File: config.mk
export PLATFORM = sky130hd
export DESIGN_NAME = sba_ctrl
export DESIGN_NICKNAME = d
export VERILOG_FILES = /design/src/rtl/sba_pkg.sv /design/src/rtl/sba_lane_unit.sv /design/src/rtl/sba_bus_fsm.sv /design/src/rtl/sba_regfile.sv /design/src/rtl/sba_ctrl.sv
export SDC_FILE = /design/constraint.sdc
export NUM_CORES = 1
export LEC_CHECK = 0
export BUFFER_PORTS_ARGS = -buffer_cell sky130_fd_sc_hd__buf_4
export CAP_MARGIN = 10
export CORE_UTILIZATION = 50
export DETAILED_ROUTE_END_ITERATION = 6
export PLACE_DENSITY = 0.86
export SLEW_MARGIN = 5
export SYNTH_ARGS = -nofsm -noshare
export SYNTH_HDL_FRONTEND = slang
export SYNTH_SLANG_ARGS = --single-unit
File: constraint.sdc
create_clock -name clk -period 7.2 [get_ports clk]
set_input_delay 0.36 -clock clk [delete_from_list [all_inputs] [get_ports clk]]
set_output_delay 0.36 -clock clk [all_outputs]
set_load 0.05 [all_outputs]
File: src/rtl/sba_pkg.sv
package sba_pkg;

    typedef enum logic [1:0] {
        S_IDLE = 2'd0,
        S_REQ  = 2'd1,
        S_RESP = 2'd2
    } sba_state_t;

    localparam logic [1:0] SEL_CTRL = 2'd0;
    localparam logic [1:0] SEL_ADDR = 2'd1;
    localparam logic [1:0] SEL_DATA = 2'd2;

    localparam logic [2:0] ERR_NONE = 3'd0;
    localparam logic [2:0] ERR_BUS  = 3'd2;
    localparam logic [2:0] ERR_SIZE = 3'd3;

    localparam int B_BUSY   = 0;
    localparam int B_SIZE   = 1;
    localparam int B_AUTO   = 4;
    localparam int B_RDADDR = 5;
    localparam int B_RDDATA = 6;
    localparam int B_ERR    = 8;
    localparam int B_BERR   = 12;
    localparam int B_CAP    = 16;
    localparam int N_CAP    = 5;

endpackage

File: src/rtl/sba_lane_unit.sv
module sba_lane_unit #(
    parameter int DATA_W = 32,
    parameter int SIZE_W = 3
) (
    input  logic [SIZE_W-1:0]             size,
    input  logic [$clog2(DATA_W/8)-1:0]   lane_addr,
    input  logic [DATA_W-1:0]             wdata_in,
    input  logic [DATA_W-1:0]             rdata_in,
    output logic [DATA_W/8-1:0]           be,
    output logic [DATA_W-1:0]             wdata_out,
    output logic [DATA_W-1:0]             rdata_out
);
    localparam int LANES = DATA_W / 8;
    localparam int LAW   = $clog2(LANES);

    logic [LAW-1:0] lmask;
    logic [LAW-1:0] base;

    always_comb begin
        if (int'(size) >= LAW) lmask = '1;
        else                   lmask = (LAW'(1) << size) - LAW'(1);
        base = lane_addr & ~lmask;
    end

    for (genvar i = 0; i < LANES; i++) begin : g_lane
        localparam logic [LAW-1:0] IDX = LAW'(i);
        logic [LAW-1:0] src_w;
        logic [LAW-1:0] src_r;
        always_comb begin
            src_w = IDX & lmask;
            src_r = base | IDX;
            be[i] = ((IDX & ~lmask) == base);
            wdata_out[8*i +: 8] = wdata_in[8*int'(src_w) +: 8];
            if ((IDX & ~lmask) == '0) rdata_out[8*i +: 8] = rdata_in[8*int'(src_r) +: 8];
            else                      rdata_out[8*i +: 8] = 8'h00;
        end
    end
endmodule

File: src/rtl/sba_bus_fsm.sv
module sba_bus_fsm
    import sba_pkg::*;
#(
    parameter int SIZE_W = 3
) (
    input  logic              clk,
    input  logic              rst_n,
    input  logic              start,
    input  logic              start_we,
    input  logic [SIZE_W-1:0] start_size,
    input  logic              gnt,
    input  logic              rsp_valid,
    input  logic              rsp_err,
    output logic              req,
    output logic              busy,
    output logic              done,
    output logic              done_err,
    output logic              cur_we,
    output logic [SIZE_W-1:0] cur_size
);
    sba_state_t state, nxt;

    always_comb begin
        nxt = state;
        unique case (state)
            S_IDLE:  if (start)     nxt = S_REQ;
            S_REQ:   if (gnt)       nxt = S_RESP;
            S_RESP:  if (rsp_valid) nxt = S_IDLE;
            default:                nxt = S_IDLE;
        endcase
    end

    always_ff @(posedge clk or negedge rst_n) begin
        if (!rst_n) state <= S_IDLE;
        else        state <= nxt;
    end

    always_ff @(posedge clk or negedge rst_n) begin
        if (!rst_n) begin
            cur_we   <= 1'b0;
            cur_size <= '0;
        end else if (state == S_IDLE && start) begin
            cur_we   <= start_we;
            cur_size <= start_size;
        end
    end

    always_comb begin
        req      = 1'b0;
        busy     = 1'b1;
        done     = 1'b0;
        unique case (state)
            S_IDLE: busy = 1'b0;
            S_REQ:  req  = 1'b1;
            S_RESP: done = rsp_valid;
            default: busy = 1'b0;
        endcase
        done_err = done & rsp_err;
    end
endmodule

File: src/rtl/sba_regfile.sv
module sba_regfile
    import sba_pkg::*;
#(
    parameter int ADDR_W = 32,
    parameter int DATA_W = 32,
    parameter int SIZE_W = 3
) (
    input  logic              clk,
    input  logic              rst_n,
    input  logic              reg_wr,
    input  logic              reg_rd,
    input  logic [1:0]        reg_sel,
    input  logic [DATA_W-1:0] reg_wdata,
    output logic [DATA_W-1:0] reg_rdata,
    input  logic              busy,
    input  logic              done,
    input  logic              done_err,
    input  logic [DATA_W-1:0] done_rdata,
    input  logic              cur_we,
    input  logic [SIZE_W-1:0] cur_size,
    output logic              start,
    output logic              start_we,
    output logic [SIZE_W-1:0] start_size,
    output logic [ADDR_W-1:0] addr_q,
    output logic [DATA_W-1:0] data_q,
    output logic [2:0]        err_q,
    output logic              berr_q
);
    localparam int MAX_SZ = $clog2(DATA_W / 8);

    logic [SIZE_W-1:0] size_q;
    logic auto_q, rdaddr_q, rddata_q;
    logic wr_ctrl, wr_addr, wr_data, rd_data;
    logic can_start, trig_wr, trig_rd, trig, size_ok;

    always_comb begin
        wr_ctrl   = reg_wr && reg_sel == SEL_CTRL;
        wr_addr   = reg_wr && reg_sel == SEL_ADDR;
        wr_data   = reg_wr && reg_sel == SEL_DATA;
        rd_data   = reg_rd && reg_sel == SEL_DATA;
        can_start = !busy && err_q == ERR_NONE && !berr_q;
        trig_wr   = can_start && wr_data;
        trig_rd   = can_start && ((wr_addr && rdaddr_q) || (rd_data && rddata_q));
        trig      = trig_wr || trig_rd;
        size_ok   = int'(size_q) <= MAX_SZ;
        start     = trig && size_ok;
        start_we  = trig_wr;
        start_size = size_q;
    end

    always_comb begin
        reg_rdata = '0;
        unique case (reg_sel)
            SEL_CTRL: begin
                reg_rdata[B_BUSY]               = busy;
                reg_rdata[B_SIZE +: SIZE_W]     = size_q;
                reg_rdata[B_AUTO]               = auto_q;
                reg_rdata[B_RDADDR]             = rdaddr_q;
                reg_rdata[B_RDDATA]             = rddata_q;
                reg_rdata[B_ERR +: 3]           = err_q;
                reg_rdata[B_BERR]               = berr_q;
                for (int k = 0; k < N_CAP; k++)
                    reg_rdata[B_CAP + k] = (k <= MAX_SZ);
            end
            SEL_ADDR: reg_rdata[ADDR_W-1:0] = addr_q;
            SEL_DATA: reg_rdata = data_q;
            default:  reg_rdata = '0;
        endcase
    end

    always_ff @(posedge clk or negedge rst_n) begin
        if (!rst_n) begin
            size_q   <= SIZE_W'(2);
            auto_q   <= 1'b0;
            rdaddr_q <= 1'b0;
            rddata_q <= 1'b0;
            err_q    <= ERR_NONE;
            berr_q   <= 1'b0;
            addr_q   <= '0;
            data_q   <= '0;
        end else begin
            if (wr_ctrl) begin
                size_q   <= reg_wdata[B_SIZE +: SIZE_W];
                auto_q   <= reg_wdata[B_AUTO];
                rdaddr_q <= reg_wdata[B_RDADDR];
                rddata_q <= reg_wdata[B_RDDATA];
                if (reg_wdata[B_ERR +: 3] != 3'd0) err_q <= ERR_NONE;
                if (reg_wdata[B_BERR])             berr_q <= 1'b0;
            end
            if (busy && (wr_addr || wr_data)) begin
                berr_q <= 1'b1;
            end else begin
                if (wr_addr) addr_q <= reg_wdata[ADDR_W-1:0];
                if (wr_data) data_q <= reg_wdata;
            end
            if (trig && !size_ok) err_q <= ERR_SIZE;
            if (done) begin
                if (done_err) begin
                    err_q <= ERR_BUS;
                end else begin
                    if (!cur_we) data_q <= done_rdata;
                    if (auto_q)  addr_q <= addr_q + (ADDR_W'(1) << cur_size);
                end
            end
        end
    end
endmodule

File: src/rtl/sba_ctrl.sv
module sba_ctrl
    import sba_pkg::*;
#(
    parameter int ADDR_W = 32,
    parameter int DATA_W = 32,
    parameter int SIZE_W = 3
) (
    input  logic                 clk,
    input  logic                 rst_n,
    input  logic                 reg_wr,
    input  logic                 reg_rd,
    input  logic [1:0]           reg_sel,
    input  logic [DATA_W-1:0]    reg_wdata,
    output logic [DATA_W-1:0]    reg_rdata,
    output logic                 bus_req,
    input  logic                 bus_gnt,
    output logic                 bus_we,
    output logic [ADDR_W-1:0]    bus_addr,
    output logic [SIZE_W-1:0]    bus_size,
    output logic [DATA_W/8-1:0]  bus_be,
    output logic [DATA_W-1:0]    bus_wdata,
    input  logic                 bus_rsp_valid,
    input  logic                 bus_rsp_err,
    input  logic [DATA_W-1:0]    bus_rdata
);
    localparam int LAW = $clog2(DATA_W / 8);

    logic              busy_w, done_w, done_err_w, start_w, start_we_w, cur_we_w;
    logic [SIZE_W-1:0] start_size_w, cur_size_w;
    logic [DATA_W-1:0] rd_ext_w, data_w;
    logic [ADDR_W-1:0] addr_w;
    logic [2:0]        err_w;
    logic              berr_w;

    sba_regfile #(.ADDR_W(ADDR_W), .DATA_W(DATA_W), .SIZE_W(SIZE_W)) u_regs (
        .clk(clk), .rst_n(rst_n),
        .reg_wr(reg_wr), .reg_rd(reg_rd), .reg_sel(reg_sel),
        .reg_wdata(reg_wdata), .reg_rdata(reg_rdata),
        .busy(busy_w), .done(done_w), .done_err(done_err_w), .done_rdata(rd_ext_w),
        .cur_we(cur_we_w), .cur_size(cur_size_w),
        .start(start_w), .start_we(start_we_w), .start_size(start_size_w),
        .addr_q(addr_w), .data_q(data_w), .err_q(err_w), .berr_q(berr_w)
    );

    sba_bus_fsm #(.SIZE_W(SIZE_W)) u_fsm (
        .clk(clk), .rst_n(rst_n),
        .start(start_w), .start_we(start_we_w), .start_size(start_size_w),
        .gnt(bus_gnt), .rsp_valid(bus_rsp_valid), .rsp_err(bus_rsp_err),
        .req(bus_req), .busy(busy_w), .done(done_w), .done_err(done_err_w),
        .cur_we(cur_we_w), .cur_size(cur_size_w)
    );

    sba_lane_unit #(.DATA_W(DATA_W), .SIZE_W(SIZE_W)) u_lanes (
        .size(cur_size_w), .lane_addr(addr_w[LAW-1:0]),
        .wdata_in(data_w), .rdata_in(bus_rdata),
        .be(bus_be), .wdata_out(bus_wdata), .rdata_out(rd_ext_w)
    );

    assign bus_we   = cur_we_w;
    assign bus_addr = addr_w;
    assign bus_size = cur_size_w;
endmodule

==> results.json <==
{
  "crit_family": "simple AND/OR/NAND/NOR gates",
  "wl_met1_mm": 8.296,
  "cts_setup_buffers": 0,
  "synth_area_sq_um": 5907,
  "synth-simple-area-share": 0.2432,
  "rows": 39,
  "dp_hpwl_mm": 16.13,
  "worst_ep_required_time_ns": 7.43,
  "ios": 178,
  "ys.warnings.count": 0,
  "min_period_ns": 3.708,
  "ys_seq_area_frac": 0.3391,
  "run_status": "complete, but fails checks",
  "met2_length_mm": 9.745,
  "grt_pass1_wl_mm": 33.84,
  "start_kind": "register",
  "fin_util": 0.6552,
  "finalMaxSlewViolations": 0,
  "holdWs_ns": 0.1846,
  "n_antenna_cell": 0,
  "route.detailed.drc": 27,
  "start_util": 0.5151,
  "critPathCaptureType": "register",
  "ys_ff_latch": 80,
  "synth_top_family_by_area": "simple AND/OR/NAND/NOR gates",
  "worstPathCellList": "or2_1 -> buf_4 -> nor2_2 -> ha_1 -> fa_1 -> a21oi_1 -> o211ai_1 -> nand4_1 -> or3_1 -> mux2_4",
  "layout_common_cells": "buf_4, nand2_1, dfrtp_1",
  "synth_flop_cell": "dfrtp_1",
  "irDropWorstVdd_uv": 389.5,
  "reg2reg_to": "u_regs.addr_q[30]",
  "static-leakage-power_nw": 3.600,
  "hold_buffers": 0,
  "met3_length_mm": 3.062,
  "antenna_found_initial": 0,
  "viasPerCell": 6.556,
  "failed_checks": "DRC",
  "crit_buf_inv": 1,
  "fin_tns_setup_ns": 0,
  "setup_viol": 0,
  "htree_levels": 3,
  "synth_xor_area_frac": 0.008896,
  "clockRootBuffer": "clkbuf_16",
  "slowest_delay_ns": 0.60,
  "wire_per_inst_um": 22.68,
  "fmax_ghz": 0.2697,
  "synth_area_leaders": "dfrtp_1, mux2i_1, nand2_1",
  "synth-compound-area-share": 0.1805,
  "rsz0062_at_grt": "no",
  "r2r_start": "u_fsm.cur_size[2]",
  "synthToLayoutAreaGrowth_pct": 27.20,
  "rr_worst_depth": 10,
  "clkSinkCount": 80,
  "gp_congestion": 0.9852,
  "fp.dieH_um": 110.7,
  "drtIter0Drc": 765,
  "drtAntennaViolNets": 0,
  "grt_pass1_vias": 6035,
  "synth_fa_ha_area_frac": 0.03516,
  "synthesis.instances": 681,
  "synth_area_per_cell_sq_um": 8.674,
  "drive_gt1_frac": 0.2835,
  "grt_max_degree": 81,
  "synth_edf_count": 0,
  "final.period_utilization": 0.5150,
  "slowest_stage": "o211ai_1",
  "fp.coreArea_sq_um": 11470,
  "relSlewSlack": 0.2915,
  "first_pass_iters": 7,
  "path_class": "reg -> reg",
  "clock_latency_ns": 0.34,
  "cts_resized": 0,
  "crit_start": "u_fsm.cur_size[2]",
  "maxCapViolations": 0,
  "wl_mm": 21.89,
  "path_max_fanout": 36,
  "vias": 6327,
  "hold_class": "in -> async",
  "mostFrequentLayoutCell": "buf_4",
  "fp.dieW_um": 110.7,
  "grt-ovfl-total": 0,
  "cts_buffer_depth": 2,
  "async_reset_ff_frac": 1.000,
  "muxShareOfSynthArea": 0.1415,
  "rrSetupSlack_ns": 3.49,
  "cts_tree": "done",
  "worst_clock_skew_ns": 0.006969,
  "synth_cell_types": 69,
  "p_per_area_nw_per_um2": 528.2,
  "numCtsBuffers": 9,
  "synth_top_area_share": 0.3347,
  "tightest_slew_ns": 1.063,
  "dieArea_sq_um": 12250,
  "grt_usage": 0.3546,
  "cts.clk_slew.worst_paths_ns": 0.07,
  "hold_viol": 0,
  "finish.net_count": 906,
  "dr.max_layer_used": "met4",
  "io_buffers": 177,
  "synth_area_leader_cell": "dfrtp_1",
  "critPathArrivalTime_ns": 3.94,
  "synth_nets": 770
}
[layout make-up]
class	count	area [sq um]
Clock buffer	11	242.7
Inverter	10	37.54
Timing Repair Buffer	181	1359
Sequential cell	80	2003
Clock inverter	5	88.84
Multi-Input combinational cell	535	3603
Fill cell	958	3954
Tap cell	143	178.9
[worst max path at each step]
stage	cells after the start	slack, ns	end
after global placement	10	3.68	u_regs.addr_q[30]
after detailed placement	10	3.59	u_regs.addr_q[30]
final	10	3.49	u_regs.addr_q[30]
after CTS	10	3.57	u_regs.addr_q[30]
after global routing	10	3.28	u_regs.addr_q[30]
after floorplan	11	3.91	u_regs.addr_q[30]
[sequential cells by signal (all words and copies together) (netlist names), 2 cells and up]
register / count
u_fsm.state: 2
u_regs.start_size: 3
u_regs.addr_q: 32
u_regs.err_q: 3
u_fsm.cur_size: 3
u_regs.data_q: 32
[cells in the mapped netlist (3+ instances only)]
| cell | count |
|---|---|
| a211oi_1 | 7 |
| a21o_1 | 3 |
| a21oi_1 | 21 |
| a221oi_1 | 3 |
| a222oi_1 | 11 |
| a22oi_1 | 18 |
| a311oi_1 | 3 |
| a31oi_1 | 11 |
| and2_1 | 4 |
| and3_1 | 8 |
| and3b_1 | 3 |
| buf_2 | 9 |
| buf_4 | 8 |
| clkbuf_1 | 35 |
| dfrtp_1 | 79 |
| ha_1 | 15 |
| inv_1 | 10 |
| mux2_2 | 16 |
| mux2i_1 | 43 |
| mux4_1 | 8 |
| nand2_1 | 111 |
| nand2b_1 | 3 |
| nand3_1 | 29 |
| nand4_1 | 13 |
| nor2_1 | 50 |
| nor2b_1 | 18 |
| nor3_1 | 16 |
| nor3b_1 | 4 |
| nor4_1 | 3 |
| o211ai_1 | 6 |
| o21a_1 | 4 |
| o21ai_0 | 34 |
| o22ai_1 | 19 |
| or2_2 | 3 |
| or3_1 | 5 |
| xor2_1 | 5 |
[cell families (layout without fill, tap and decap cells)]
group,after synthesis,after routing
AOI/OAI and AO/OA,158,158
xor gates and xnor gates,6,6
adders and majority gates,16,16
buffers and inverters,66,207
DFF,80,80
muxes,68,68
and+or+nand+nor,287,287
[power by group]
part	switching (W)	leakage [nW]	internal (W)
sequential	0.000350	0.964	0.000641
combinational	0.00168	2.47	0.000784
clock	0.000200	0.162	0.000317
total	0.00223	3.60	0.00174
[worst reg2reg max path, cell delays in order, from the launching register on]
cell      delay [ns]
dfrtp_1         0.48
or2_1           0.27
buf_4           0.25
nor2_2          0.43
ha_1            0.33
fa_1            0.24
a21oi_1         0.11
o211ai_1        0.60
nand4_1         0.21
or3_1           0.38
mux2_4          0.30
[stage by stage]
step	total power, W	cell area (sq um)	std cells	setup WS [ns]
after detailed placement	0.003407	7182	949	3.594
after global routing	0.004134	7513	965	3.275
after floorplan	0.002646	5907	681	3.905
final	0.003969	7513	965	3.492
after global placement	0.003387	7182	949	3.681
after CTS	0.003931	7513	965	3.565
[layer usage]
layer  up-vias  global-route usage
li1       2796                   -
met2       498              0.5420
met3        73              0.1033
met5         -                   0
met4         0              0.1404
met1      2960              0.4730
Power figures use the tool's default switching activity.
